`src/rtl/ecc_ram_pkg.sv`:
```
package ecc_ram_pkg;

  localparam int unsigned ECC_DEPTH  = 32;
  localparam int unsigned ECC_DATA_W = 119;
  localparam int unsigned ECC_CHK_W  = 7;
  localparam int unsigned ECC_BANK_W = 64;

  typedef enum logic [1:0] {
    SYN_CLEAN = 2'd0,
    SYN_FIX   = 2'd1,
    SYN_FATAL = 2'd2
  } syn_class_e;

  // True for code positions reserved for check bits (powers of two).
  function automatic logic is_check_pos(input int p);
    return (p > 0) && ((p & (p - 1)) == 0);
  endfunction

endpackage

```
`src/rtl/ecc_ram_bank.sv`:
```
module ecc_ram_bank #(
  parameter int unsigned DEPTH  = 32,
  parameter int unsigned WIDTH  = 64,
  parameter int unsigned RD_W   = 64,
  localparam int unsigned AW    = $clog2(DEPTH)
) (
  input  logic             clk,
  input  logic             wr_en,
  input  logic [AW-1:0]    wr_addr,
  input  logic [WIDTH-1:0] wr_data,
  input  logic             rd_en,
  input  logic [AW-1:0]    rd_addr,
  output logic [RD_W-1:0]  rd_data
);

  logic [WIDTH-1:0] mem [DEPTH];
  logic [RD_W-1:0]  rd_q;

  // Both ports sample on the same edge; nonblocking update gives read-before-write.
  always_ff @(posedge clk) begin
    if (wr_en) begin
      mem[wr_addr] <= wr_data;
    end
    if (rd_en) begin
      rd_q <= mem[rd_addr][RD_W-1:0];
    end
  end

  assign rd_data = rd_q;

endmodule

```
`src/rtl/ecc_ram_encoder.sv`:
```
module ecc_ram_encoder #(
  parameter int unsigned DATA_W = 119,
  parameter int unsigned CHK_W  = 7,
  localparam int unsigned CODE_N = DATA_W + CHK_W
) (
  input  logic [DATA_W-1:0] data,
  output logic [CHK_W-1:0]  chk
);
  import ecc_ram_pkg::*;

  // Check bit k: even parity over data at positions whose index has bit k set.
  always_comb begin
    int j;
    chk = '0;
    j   = 0;
    for (int p = 1; p <= int'(CODE_N); p++) begin
      if (!is_check_pos(p)) begin
        for (int k = 0; k < int'(CHK_W); k++) begin
          if (p[k]) begin
            chk[k] = chk[k] ^ data[j];
          end
        end
        j++;
      end
    end
  end

endmodule

```
`src/rtl/ecc_ram_decoder.sv`:
```
module ecc_ram_decoder #(
  parameter int unsigned DATA_W = 119,
  parameter int unsigned CHK_W  = 7,
  localparam int unsigned CODE_N = DATA_W + CHK_W
) (
  input  logic              valid,
  input  logic [DATA_W-1:0] raw_data,
  input  logic [CHK_W-1:0]  raw_chk,
  output logic [DATA_W-1:0] fixed_data,
  output logic              alarm,
  output logic              fix,
  output logic              fatal
);
  import ecc_ram_pkg::*;

  logic [CHK_W-1:0] calc_chk;
  logic [CHK_W-1:0] syndrome;
  syn_class_e       syn_class;

  ecc_ram_encoder #(
    .DATA_W (DATA_W),
    .CHK_W  (CHK_W)
  ) u_recalc (
    .data (raw_data),
    .chk  (calc_chk)
  );

  assign syndrome = raw_chk ^ calc_chk;

  always_comb begin
    if (syndrome == '0) begin
      syn_class = SYN_CLEAN;
    end else if (int'(syndrome) <= int'(CODE_N)) begin
      syn_class = SYN_FIX;
    end else begin
      syn_class = SYN_FATAL;
    end
  end

  // Flip the data bit whose code position equals the syndrome.
  always_comb begin
    int j;
    fixed_data = raw_data;
    j          = 0;
    for (int p = 1; p <= int'(CODE_N); p++) begin
      if (!is_check_pos(p)) begin
        if ((syn_class == SYN_FIX) && (int'(syndrome) == p)) begin
          fixed_data[j] = ~raw_data[j];
        end
        j++;
      end
    end
  end

  assign alarm = valid && (syn_class != SYN_CLEAN);
  assign fix   = valid && (syn_class == SYN_FIX);
  assign fatal = valid && (syn_class == SYN_FATAL);

endmodule

```
`src/rtl/ecc_ram_wrapper.sv`:
```
module ecc_ram_wrapper #(
  parameter int unsigned DEPTH  = ecc_ram_pkg::ECC_DEPTH,
  parameter int unsigned DATA_W = ecc_ram_pkg::ECC_DATA_W,
  parameter int unsigned CHK_W  = ecc_ram_pkg::ECC_CHK_W,
  parameter int unsigned BANK_W = ecc_ram_pkg::ECC_BANK_W,
  localparam int unsigned AW    = $clog2(DEPTH),
  localparam int unsigned HI_DW = DATA_W - BANK_W,
  localparam int unsigned HI_RD = HI_DW + CHK_W,
  localparam int unsigned PAD_W = BANK_W - HI_RD
) (
  input  logic              clk,
  input  logic              rst_n,
  input  logic              wr_en,
  input  logic [AW-1:0]     wr_addr,
  input  logic [DATA_W-1:0] wr_data,
  input  logic              rd_en,
  input  logic [AW-1:0]     rd_addr,
  output logic [DATA_W-1:0] rd_data,
  output logic              rd_valid,
  output logic              err_alarm,
  output logic              err_fix,
  output logic              err_fatal
);

  // Reset: asserted asynchronously, released after two clock edges.
  logic [1:0] rst_pipe_q;
  logic       rst_sync_n;

  always_ff @(posedge clk or negedge rst_n) begin
    if (!rst_n) begin
      rst_pipe_q <= '0;
    end else begin
      rst_pipe_q <= {rst_pipe_q[0], 1'b1};
    end
  end
  assign rst_sync_n = rst_pipe_q[1];

  // Write path: encode, then pack across the two banks.
  logic [CHK_W-1:0]  wr_chk;
  logic [BANK_W-1:0] lo_wdata;
  logic [BANK_W-1:0] hi_wdata;

  ecc_ram_encoder #(
    .DATA_W (DATA_W),
    .CHK_W  (CHK_W)
  ) u_enc (
    .data (wr_data),
    .chk  (wr_chk)
  );

  assign lo_wdata = wr_data[BANK_W-1:0];
  assign hi_wdata = {{PAD_W{1'b0}}, wr_chk, wr_data[DATA_W-1:BANK_W]};

  logic [BANK_W-1:0] lo_q;
  logic [HI_RD-1:0]  hi_q;

  ecc_ram_bank #(
    .DEPTH (DEPTH),
    .WIDTH (BANK_W),
    .RD_W  (BANK_W)
  ) u_bank_lo (
    .clk     (clk),
    .wr_en   (wr_en),
    .wr_addr (wr_addr),
    .wr_data (lo_wdata),
    .rd_en   (rd_en),
    .rd_addr (rd_addr),
    .rd_data (lo_q)
  );

  // Upper bank keeps its padding bits in storage but never reads them out.
  ecc_ram_bank #(
    .DEPTH (DEPTH),
    .WIDTH (BANK_W),
    .RD_W  (HI_RD)
  ) u_bank_hi (
    .clk     (clk),
    .wr_en   (wr_en),
    .wr_addr (wr_addr),
    .wr_data (hi_wdata),
    .rd_en   (rd_en),
    .rd_addr (rd_addr),
    .rd_data (hi_q)
  );

  // Read-valid tracking.
  logic rd_valid_q;
  logic rd_valid_d;

  always_comb begin
    rd_valid_d = rd_en;
  end

  always_ff @(posedge clk or negedge rst_sync_n) begin
    if (!rst_sync_n) begin
      rd_valid_q <= 1'b0;
    end else begin
      rd_valid_q <= rd_valid_d;
    end
  end

  // Read path: unpack and correct.
  logic [DATA_W-1:0] raw_data;
  logic [CHK_W-1:0]  raw_chk;

  assign raw_data = {hi_q[HI_DW-1:0], lo_q};
  assign raw_chk  = hi_q[HI_DW +: CHK_W];

  ecc_ram_decoder #(
    .DATA_W (DATA_W),
    .CHK_W  (CHK_W)
  ) u_dec (
    .valid      (rd_valid_q),
    .raw_data   (raw_data),
    .raw_chk    (raw_chk),
    .fixed_data (rd_data),
    .alarm      (err_alarm),
    .fix        (err_fix),
    .fatal      (err_fatal)
  );

  assign rd_valid = rd_valid_q;

endmodule

```
`config.mk`:
```
export PLATFORM = sky130hd
export DESIGN_NAME = ecc_ram_wrapper
export DESIGN_NICKNAME = d
export VERILOG_FILES = /design/src/rtl/ecc_ram_pkg.sv /design/src/rtl/ecc_ram_bank.sv /design/src/rtl/ecc_ram_encoder.sv /design/src/rtl/ecc_ram_decoder.sv /design/src/rtl/ecc_ram_wrapper.sv
export SDC_FILE = /design/constraint.sdc
export NUM_CORES = 2
export LEC_CHECK = 0
export ABC_AREA = 0
export BUFFER_PORTS_ARGS = -buffer_cell sky130_fd_sc_hd__buf_2
export CAP_MARGIN = 20
export CORE_MARGIN = 10
export CORE_UTILIZATION = 40
export DETAILED_ROUTE_END_ITERATION = 7
export SYNTH_ARGS = -nofsm -noshare
export SYNTH_HDL_FRONTEND = slang
export SYNTH_HIERARCHICAL = 1
export SYNTH_SLANG_ARGS = --single-unit
```
`constraint.sdc`:
```
create_clock -name clk -period 4.24 [get_ports clk]
set_input_delay 0.212 -clock clk [delete_from_list [all_inputs] [get_ports clk]]
set_output_delay 0.212 -clock clk [all_outputs]
set_load 0.005 [all_outputs]
```
After elaboration in Yosys (flattened, before gate mapping)
Memory sizes are Yosys's and may differ from the RTL's. A register that Yosys moved wholly into a read port is not among the register bits.
Cells that the tools add are included.
{ "totals": {"n_memories": 2, "reg_bits": 3, "word_cells": 1348, "output_inout_bits": 123, "ram_bits": 4032, "in_bits": 133} }
{ "classes": {"n_bitwise": 974, "n_reduce_logical": 124, "n_mux": 124, "n_eq_ne": 121, "n_lt_le_gt_ge": 1} }
{ "mem_list": {"columns": ["name", "words", "word_bits", "rd", "rd_ports_with_merged_regs", "wr", "line_no", "rtl"], "rows": [
  ["u_bank_lo.mem", 32, 64, 1, 1, 1, "ecc_ram_bank.sv:16", "logic [WIDTH-1:0] mem [DEPTH];"],
  ["u_bank_hi.mem", 32, 62, 1, 1, 1, "ecc_ram_bank.sv:16", null]
]} }
{ "ops": {"columns": ["cell", "count"], "rows": [
  ["1-bit XOR", 854],
  ["7-bit == test, second input constant", 62],
  ["7-bit by 6-bit == test with 1-bit output, second input constant", 31],
  ["1-bit logical AND", 122],
  ["119-bit two-way mux", 1],
  ["1-bit NOT", 119],
  ["118-bit two-way mux", 1],
  ["117-bit two-way mux", 1],
  ["116-bit two-way mux", 1],
  ["115-bit two-way mux", 1],
  ["114-bit two-way mux", 1],
  ["113-bit two-way mux", 1],
  ["112-bit two-way mux", 1],
  ["111-bit two-way mux", 1],
  ["110-bit two-way mux", 1],
  ["109-bit two-way mux", 1],
  ["108-bit two-way mux", 1],
  ["107-bit two-way mux", 1],
  ["106-bit two-way mux", 1],
  ["7-bit by 5-bit == test with 1-bit output, second input constant", 15],
  ["105-bit two-way mux", 1],
  ["104-bit two-way mux", 1],
  ["103-bit two-way mux", 1],
  ["102-bit two-way mux", 1],
  ["110 further kinds", 123]
]} }

Logic depth before layout (Yosys ltp)
{ "depth": {"depth_word": 187, "depth_mapped": 10, "mapped_depth_nobuf": 9} }

Cells and area by module
The synthesis kept the hierarchy.
{ "by_module_without_submodules": {"columns": ["mod", "area_per_inst_um2", "seq_area_each_um2", "n_inst", "cells_per_inst"], "rows": [
  ["ecc_ram_bank at u_bank_lo", 79605.1, 63420.8, 1, 3096],
  ["ecc_ram_bank at u_bank_hi", 78667.9, 61438.9, 1, 4332],
  ["ecc_ram_encoder", 2289.7, 0.0, 2, 195],
  ["ecc_ram_decoder", 2000.7, 0.0, 1, 287],
  ["ecc_ram_wrapper", 82.6, 75.1, 1, 5]
]} }

Worst setup path before layout
OpenSTA, ideal clock, no wires.
{ "synth_timing": {"path_kind": "input-to-reg", "from": "input wr_addr[1]", "to": "memory u_bank_lo.mem[12][0] (enable)", "path_buffers": 1, "path_stages": 3, "arrival_ns": 3.548, "setup_ns": 0.486, "setup_slack_ns": 0.206, "path_cell_list": "or3b_2 -> clkbuf_1 -> nor2_1"} }
{ "synth_rtl": {"columns": ["element", "line_no", "rtl"], "rows": [
  ["from (decl)", "ecc_ram_wrapper.sv:14", "input logic [AW-1:0] wr_addr,"],
  ["to (decl)", "ecc_ram_bank.sv:16", null]
]} }
No word-level cell before the write port.

Worst setup path after layout
{ "layout_timing": {"from": "register u_bank_hi.rd_q[18] (netlist: u_bank_hi/rd_data[18]), read port of u_bank_hi.mem", "to": "output rd_data[106]"} }
{ "layout_rtl": {"columns": ["element", "line_no", "rtl"], "rows": [
  ["from (decl)", "ecc_ram_bank.sv:17", "logic [RD_W-1:0] rd_q;"],
  ["1-bit XOR * (21 in series)", "ecc_ram_encoder.sv:20", "chk[k] = chk[k] ^ data[j];"],
  ["named net u_dec.calc_chk[4]", "ecc_ram_decoder.sv:16", "logic [CHK_W-1:0] calc_chk;"],
  ["7-bit XOR *", "ecc_ram_decoder.sv:28", "assign syndrome = raw_chk ^ calc_chk;"],
  ["7-bit less-or-equal comparator", "ecc_ram_decoder.sv:33", "end else if (int'(syndrome) <= int'(CODE_N)) begin"],
  ["2-bit two-way mux", "ecc_ram_decoder.sv:33", null],
  ["2-bit two-way mux (2 in series)", "ecc_ram_decoder.sv:31", "if (syndrome == '0) begin"],
  ["2-bit by 1-bit == test with 1-bit output", "ecc_ram_decoder.sv:47", "if ((syn_class == SYN_FIX) && (int'(syndrome) == p)) begin"],
  ["1-bit logical AND *", "ecc_ram_decoder.sv:47", null],
  ["(+5 left out)", null, null],
  ["112-bit two-way mux *", "ecc_ram_decoder.sv:47", null],
  ["113-bit two-way mux *", "ecc_ram_decoder.sv:47", null],
  ["114-bit two-way mux *", "ecc_ram_decoder.sv:47", null],
  ["115-bit two-way mux *", "ecc_ram_decoder.sv:47", null],
  ["116-bit two-way mux *", "ecc_ram_decoder.sv:47", null],
  ["117-bit two-way mux *", "ecc_ram_decoder.sv:47", null],
  ["118-bit two-way mux *", "ecc_ram_decoder.sv:47", null],
  ["119-bit two-way mux *", "ecc_ram_decoder.sv:47", null],
  ["to (decl)", "ecc_ram_wrapper.sv:18", "output logic [DATA_W-1:0] rd_data,"]
]} }
Mark *: on every way through the listed nets, which the timed path passes. The rest lies on a longest branch. The select of a mux whose other input is x is not followed.

==> impl_metrics.toml <==
[cells_and_area]
final_area_um2 = 197600
syn_to_final_growth_pct = 19.82
fillerInstances = 33292
drive_above_1_share_pct = 27.60
finish.utilization_pct = 48.18
nNetsFinal = 9375

[grt]
grt_usage_pct = 23.36
grt_max_degree = 93
grt_pass1_vias = 86669
antenna_found_initial = 66
globalRoute.totalOverflow = 0
grt_pass1_wl_um = 717000

[die]
core_area_um2 = 410200
io_pins = 256
die_x_um = 662.1
die_h_um = 662.1
fp-row-count = 235
die-area_um2 = 438400
start_util_pct = 40.21

[detailed_routing]
via_per_inst = 5.828
via_count = 87754
route.detailed.drc = 0
routed_wl_um = 526300
avgRoutedWirePerCell_um = 34.95
first_iter_violations = 10766
final_antenna_net_count = 0
firstDrtPassIters = 6

[critical_path]
r2r_cells = 4
r2r_end = "u_bank_lo/rd_data[16]"
crit_type = "reg -> out"
rrSetupSlack_ns = 1.97
cp_max_fo = 5
cp-end-kind = "output pin"
arrival_ns = 4.84
reg2reg_from = "u_bank_lo/mem[24][16]"
cp-start-kind = "flip-flop"
critPathRequiredTime_ns = 4.03

[power]
switchingPower_uw = 47550
leakagePower_uw = 0.06737
p_int_uw = 92760
ir_drop_uv = 2523
switching_share_pct = 33.89
pwr-share-seq_pct = 34.6
comb_power_share_pct = 39.8
clkPwrFrac_pct = 25.6
powerDensity_nw_per_um2 = 710.0

[place]
place_congestion = 0.9188
port_buffers = 255
dpl.hpwl_um = 316200
place_area_um2 = 178400

[synthesis]
synth_nets = 8242
avgSynthCellArea_um2 = 20.34
synth_warnings = 6
syn_area_um2 = 164900
synthesis.instances = 8109

[job]
maxCapViolations = 0

[clock_network]
clock_sinks = 4161
cts_tree = "built"
clockRootBuffer = "clkbuf_16"
clk_path_buf_depth = 4
clk_latency_ns = 0.99
clk_pin_slew_ns = 0.06
htree_levels = 5
cts_made_buffers = 421

[timing]
tightest_slew_ns = 1.242
min_period_ns = 5.049
fin_skew_ns = 0.04321
setup_viol = 122
fin_crit_sh_pct = 119.1
report.final.slew_viol_count = 0
fmax_ghz = 0.1981
rsz0062_at_grt = "yes"
hold_viol = 0
slew_headroom_pct = 16.98
finalWorstSetupSlack_ns = -0.8086

[worst_hold_path]
hold_class = "reg -> async"

[run_status]
status = "complete, but fails checks"
violations = "setup timing"
==> stage by stage <==
stage                     setup slack, ns  instances  hold WS (ns)  power [uW]  TNS [ns]
after global routing              -0.8279      15041       0.04778      143000    -85.03
after detailed placement          -0.8808      13997    -0.0005824       79100    -27.22
after global placement            -0.8490      13994     -0.003823       78820    -19.64
final                             -0.8086      15058       0.01046      140300    -79.39
after CTS                         -0.7049      14970       0.01850      129800    -72.93
after floorplan                    0.2058       8109      -0.08359       62150         0
==> layout make-up <==
type / count / area (um^2) / share of cell area, %
sequential: 4161 / 124900 / 63.22
multi-input combinational: 3534 / 41260 / 20.88
timing repair buffer: 1123 / 11360 / 5.748
clock buffer: 512 / 10960 / 5.547
tap: 5451 / 6820 / 3.451
clock inverter: 253 / 2223 / 1.125
antenna: 23 / 57.56 / 0.02912
inverter: 1 / 3.754 / 0.001899
==> repair_timing <==
action                                  4_1_cts  5_1_grt
buffers inserted                             91       69
hold endpoints to repair                   3858        0
endpoints found under the setup margin      122      122
pin swaps                                   139      137
hold buffers                                124        0
gates resized for setup                     373      250
gates cloned                                  3        2
==> layout by cell type, fill, tap and decap left out, types with 31 or more instances in the layout <==
cell           instances
nand3_1              190
nand2_4               86
xnor2_2              121
xor2_1                46
nand2_1              195
clkbuf_1              87
a22oi_1              189
a21oi_1              186
mux2i_1             1030
a31oi_1               62
nor2_4                65
xnor2_4               36
xnor3_1               62
mux2_2                74
edfxtp_1            4158
xnor2_1              223
buf_6                106
buf_4                444
buf_2                226
mux4_2               602
buf_12               210
bufinv_16             31
clkbuf_16            426
clkinv_1             114
clkinv_2              69
nor3_1                62
dlygate4sd3_1        124
a22o_1               125
==> critical path: stages, from the launching register on <==
cell and delay [ns]:
edfxtp_1 0.41, buf_4 0.21, xor2_1 0.20, xnor2_2 0.37, xnor3_1 0.49, xnor2_1 0.25, xnor3_2 0.38, xnor2_4 0.20
buf_12 0.15, nor3_4 0.24, buf_6 0.14, buf_12 0.15, nand2_8 0.07, xnor2_4 0.36, buf_2 0.20
==> how the worst max path moves through the flow <==
| stage | cells after the start | startpoint | slack, ns | endpoint |
|---|---|---|---|---|
| 6_report | 14 | u_bank_hi/rd_data[18] | -0.81 | rd_data[106] |
| 5_1_grt | 12 | u_bank_hi/rd_data[12] | -0.83 | rd_data[82] |
| 4_1_cts | 14 | u_bank_hi/rd_data[52] | -0.70 | rd_data[12] |
| 3_5_place_dp | 11 | u_bank_hi/rd_data[37] | -0.88 | rd_data[106] |
| 3_3_place_gp | 11 | u_bank_lo/rd_data[56] | -0.85 | rd_data[106] |
| 2_1_floorplan | 3 | wr_addr[1] | 0.21 | u_bank_lo/mem[12][0] |
==> per-layer routing <==
layer	vias to the layer above	global-route usage (%)	wire length, um
met4	46	13.63	36700
met5	-	0	287
met2	4168	37.99	252100
met1	47096	29.49	195600
li1	35374	-	-
met3	1070	4.229	41690
==> power groups by stage <==
stage               registers (uW)  logic [uW]  clock network, uW
finish                       48500       55900              35900
global route                 48600       56400              38000
CTS                          48600       44900              36400
detailed placement           49400       29700                  0
global placement             49400       29400                  0
floorplan                    49400       12700                  0
==> flip-flops by register name, summed over array words and instances (netlist names) <==
name,cells
u_bank_lo/mem,2048
u_bank_hi/mem,1984
u_bank_lo/rd_data,64
u_bank_hi/rd_data,62
rst_pipe_q,2
rd_valid,1
Power figures use the tool's default switching activity.
